<file path="src/rtl/portseq_pkg.sv">
package portseq_pkg;

  typedef enum logic [1:0] {
    ACC_IDLE  = 2'b00,
    ACC_WRITE = 2'b01,
    ACC_READ  = 2'b10,
    ACC_RSVD  = 2'b11
  } accKind_e;

  typedef enum logic [1:0] {
    MODE_IND  = 2'b00,
    MODE_SEQ  = 2'b01,
    MODE_DIR  = 2'b10,
    MODE_DIR2 = 2'b11
  } accMode_e;

  // strobes from control to datapath
  typedef struct packed {
    logic rdStb;
    logic wrStb;
    logic selInd;
    logic selSeq;
    logic selDir;
    logic capture;
  } seqCtl_t;

endpackage

</file>
<file path="src/rtl/portseq_ctrl.sv">
module portseq_ctrl
  import portseq_pkg::*;
(
  input  accKind_e kind,
  input  accMode_e mode,
  output seqCtl_t  ctl
);

  logic busy;

  always_comb begin
    busy = (kind == ACC_WRITE) || (kind == ACC_READ);
    ctl = '0;
    ctl.rdStb   = (kind == ACC_READ);
    ctl.wrStb   = (kind == ACC_WRITE);
    ctl.capture = busy;
    if (busy) begin
      unique case (mode)
        MODE_IND:            ctl.selInd = 1'b1;
        MODE_SEQ:            ctl.selSeq = 1'b1;
        MODE_DIR, MODE_DIR2: ctl.selDir = 1'b1;
        default:             ctl.selInd = 1'b0;
      endcase
    end
  end

endmodule

</file>
<file path="src/rtl/portseq_dpath.sv">
module portseq_dpath
  import portseq_pkg::*;
#(
  parameter int ADDR_W = 8,
  parameter int IMM_W  = 5
) (
  input  logic              clk,
  input  logic              rst,
  input  seqCtl_t           ctl,
  input  logic [ADDR_W-1:0] regOperand,
  input  logic [IMM_W-1:0]  immPort,
  output logic [ADDR_W-1:0] addrOut
);

  localparam int PRE_W = ADDR_W - IMM_W;
  localparam logic [PRE_W-1:0]  DIR_PREFIX = '1;
  localparam logic [ADDR_W-1:0] ONE = {{(ADDR_W-1){1'b0}}, 1'b1};

  logic [ADDR_W-1:0] lastAddr;
  logic [ADDR_W-1:0] seqAddr;
  logic [ADDR_W-1:0] dirAddr;

  assign seqAddr = lastAddr + ONE;   // wraps at the top of the space
  assign dirAddr = {DIR_PREFIX, immPort};

  always_comb begin
    if (ctl.selInd)      addrOut = regOperand;
    else if (ctl.selSeq) addrOut = seqAddr;
    else if (ctl.selDir) addrOut = dirAddr;
    else                 addrOut = lastAddr;
  end

  always_ff @(posedge clk or posedge rst) begin
    if (rst)              lastAddr <= '0;
    else if (ctl.capture) lastAddr <= addrOut;
  end

endmodule

</file>
<file path="src/rtl/portseq_top.sv">
module portseq_top
  import portseq_pkg::*;
#(
  parameter int ADDR_W = 8,
  parameter int IMM_W  = 5
) (
  input  logic              clk,
  input  logic              rst,
  input  logic [1:0]        accKind,
  input  logic [1:0]        accMode,
  input  logic [ADDR_W-1:0] regOperand,
  input  logic [IMM_W-1:0]  immPort,
  output logic [ADDR_W-1:0] portAddress,
  output logic              portRead,
  output logic              portWrite
);

  seqCtl_t ctl;

  portseq_ctrl u_ctrl (
    .kind (accKind_e'(accKind)),
    .mode (accMode_e'(accMode)),
    .ctl  (ctl)
  );

  portseq_dpath #(.ADDR_W(ADDR_W), .IMM_W(IMM_W)) u_dpath (
    .clk        (clk),
    .rst        (rst),
    .ctl        (ctl),
    .regOperand (regOperand),
    .immPort    (immPort),
    .addrOut    (portAddress)
  );

  assign portRead  = ctl.rdStb;
  assign portWrite = ctl.wrStb;

endmodule

</file>
<file path="config.mk">
export PLATFORM = sky130hd
export DESIGN_NAME = portseq_top
export DESIGN_NICKNAME = d
export VERILOG_FILES = /design/src/rtl/portseq_pkg.sv /design/src/rtl/portseq_ctrl.sv /design/src/rtl/portseq_dpath.sv /design/src/rtl/portseq_top.sv
export SDC_FILE = /design/constraint.sdc
export NUM_CORES = 1
export LEC_CHECK = 0
export CORE_AREA = 2 2 39 41
export DETAILED_ROUTE_END_ITERATION = 6
export DIE_AREA = 0 0 41 43
export DONT_BUFFER_PORTS = 1
export PLACE_DENSITY = 0.71
export SLEW_MARGIN = 10
export SYNTH_ARGS = -nofsm -noshare
export SYNTH_HDL_FRONTEND = slang
export SYNTH_SLANG_ARGS = --single-unit
export TNS_END_PERCENT = 1
</file>
<file path="constraint.sdc">
create_clock -name clk -period 6.4 [get_ports clk]
set_clock_uncertainty 0.2 [all_clocks]
set_input_delay 1.6 -clock clk [delete_from_list [all_inputs] [get_ports clk]]
set_output_delay 1.6 -clock clk [all_outputs]
set_load 0.01 [all_outputs]
</file>
==> out/results.ini <==
[global_route]
grt_pass1_vias=572
grt-ovfl-total=0
grt_max_degree=22
antenna_found_initial=0
grt_usage=0.1839
grt_pass1_wl_um=2283

[logic_synthesis]
synth-main-ff-cell=dfrtp_1
syn_inst=83
synth.mux.area_fraction=0.04491
syn-num-nets=105
async_flop_share=1.000
yosysMostFrequentCell=dfrtp_1
ys_top_cells_by_area=dfrtp_1, o32a_1, ha_1, a2bb2oi_1, a21oi_1
synth_warnings=0
yosysTopAreaCellShare=0.2763
avgSynthCellArea_um2=8.728
yosysTopAreaCell=dfrtp_1
synth_xor_xnor_area_share=0
synth_top_family_by_area=compound AO/OA/AOI/OAI gates
synth_compound_area_frac=0.3109
synth_edf_count=0
synth_top_cells_by_count=dfrtp_1, a21oi_1, inv_1, nor2_1
synthSimpleGateAreaFrac=0.2211
synthAdderAreaFrac=0.05181
yosys.cell_types.count=32
synth_seq_cells=8
synthesis.area_um2=724.4
synth-seq-area-share=0.2763

[floorplan]
rows=14
die_h_um=43
core_area_um2=1384
die_area_um2=1763
die_w_um=41
ios=29
initial_core_util=0.5235

[clocking]
clock_latency_ps=250
htreeDepth=1
cts_buffers=3
cts.clk_slew.worst_paths_ps=50
root_buffer=clkbuf_4
cts_num_sinks=8
cts_setup_buffers=0
cts_hold_buffers=0
ctsResizeCount=0
cts_tree=yes
cts_buffer_depth=2

[critical_path]
worst-path-max-fanout=21
crit_path_start_kind=input port
critPathRequiredTime_ps=4600
path_class=in -> out
worstSetupEndpointType=output port
worstPathArrival_ps=2950

[finish]
nNetsFinal=103
fillers=135
syn_to_final_growth_pct=-1.036
biggestRegsByFlops=u_dpath.lastAddr x8
antenna_cells=0
seq_area_um2=200.2
largest_register_ffs=8
multi_input_area_um2=455.4
drive_gt1_frac=0.1013
final_area_um2=716.9
final_cells=95
top_register=u_dpath.lastAddr

[place]
port_buffers=0
dp_hpwl_um=1143
gp_congestion=0.7717
post_dp_cell_area_um2=694.4
placed_cells=92

[routing]
postRouteAntennaNets=0
viasPerCell=6.684
wirelength_um=1487
firstDrtPassIters=4
drt_iter0_markers=11
wl_per_cell_um=15.65
drc_errors=0
num_vias=635

[timing]
rsz0062_at_grt=no
worst-slew-pin-transition_ps=572.8
slew_headroom=0.6181
setup_viol=0
drv_slew=0
fmaxAchievable_mhz=210.4
fin_crit_ps=4752
hold_viol=0
finalCritPeriodShare=0.7425
fin_setup_tns_ps=0

[worst_hold_path]
hold_class=reg -> reg

[run_status]
outcome=completed

[power_and_ir_drop]
power_density_nw_per_um2=237.9
power_leakage_uw=0.0002807
peakVddDrop_uv=141.1

[flow_run]
cap_viol_max_count=0

[per-layer routing]
layer,share of wire,track usage
met2,0.50,0.2750
met5,0,0
met4,0,0.08000
met3,0.067,0.04712
met1,0.43,0.2408
[stage by stage]
stage | utilization | hold WS, ps | power (µW) | setup slack [ps]
after floorplan | - | 337.8 | 129.7 | 1888
after global placement | 0.5018 | 375.9 | 131.3 | 1682
after detailed placement | 0.5018 | 373.3 | 133.5 | 1656
after CTS | 0.5181 | 385.4 | 171.8 | 1648
after global routing | 0.5181 | 417.0 | 182.6 | 1575
final | 0.5181 | 389.4 | 170.5 | 1648
[cell type report]
| class | instances | area share |
|---|---|---|
| inverters | 5 | 0.02618 |
| clock buffers | 3 | 0.03141 |
| multi-input cells | 63 | 0.6353 |
| flip-flops and latches | 8 | 0.2792 |
| well taps | 16 | 0.02792 |
[where the power goes]
group          leakage [µW]  internal (µW)  switching [µW]  total [µW]
logic              0.000179           28.2            30.3        58.6
registers         0.0000875           59.8            14.1        73.9
clock network     0.0000138           21.4            16.7        38.1
total              0.000281            109            61.1         171
[logic make-up (layout without fill, tap and decap cells)]
| logic type | count (synthesis) | in the layout |
|---|---|---|
| AO/OA/AOI/OAI | 29 | 29 |
| adder cells (fa/ha/maj) | 3 | 3 |
| buffers and inverters | 12 | 8 |
| flip-flops | 8 | 8 |
| multiplexers | 3 | 3 |
| AND/OR/NAND/NOR | 28 | 28 |
[final timing paths]
path / from / to / slack [ps] / cells past startpoint
min in group asynchronous: rst / u_dpath.lastAddr[3] / 990 / 1
hold reg to reg: u_dpath.lastAddr[6] / u_dpath.lastAddr[6] / 390 / 1
setup / recovery: accKind[0] / portAddress[6] / 1650 / 5
hold / removal: u_dpath.lastAddr[6] / u_dpath.lastAddr[6] / 390 / 1
setup reg to reg: u_dpath.lastAddr[0] / u_dpath.lastAddr[6] / 4680 / 4
max in group asynchronous: rst / u_dpath.lastAddr[1] / 4770 / 1
[critical path, stage by stage]
cell,delay [ps]
inv_1,20
ha_1,520
or3_1,450
o41a_1,130
o32a_1,230
[cells in the final DEF, fill, tap and decap left out, types with 3 or more instances in the layout]
master / synthesis / layout
o21ai_0: 3 / 3
ha_1: 3 / 3
clkbuf_4: 0 / 3
nor2b_1: 4 / 4
inv_1: 5 / 5
dfrtp_1: 8 / 8
nor2_1: 5 / 5
o32a_1: 4 / 4
nand2_1: 4 / 4
a21oi_1: 6 / 6
a2bb2oi_1: 4 / 4
nand2b_1: 4 / 4
o31a_1: 3 / 3
Power figures use the tool's default switching activity.
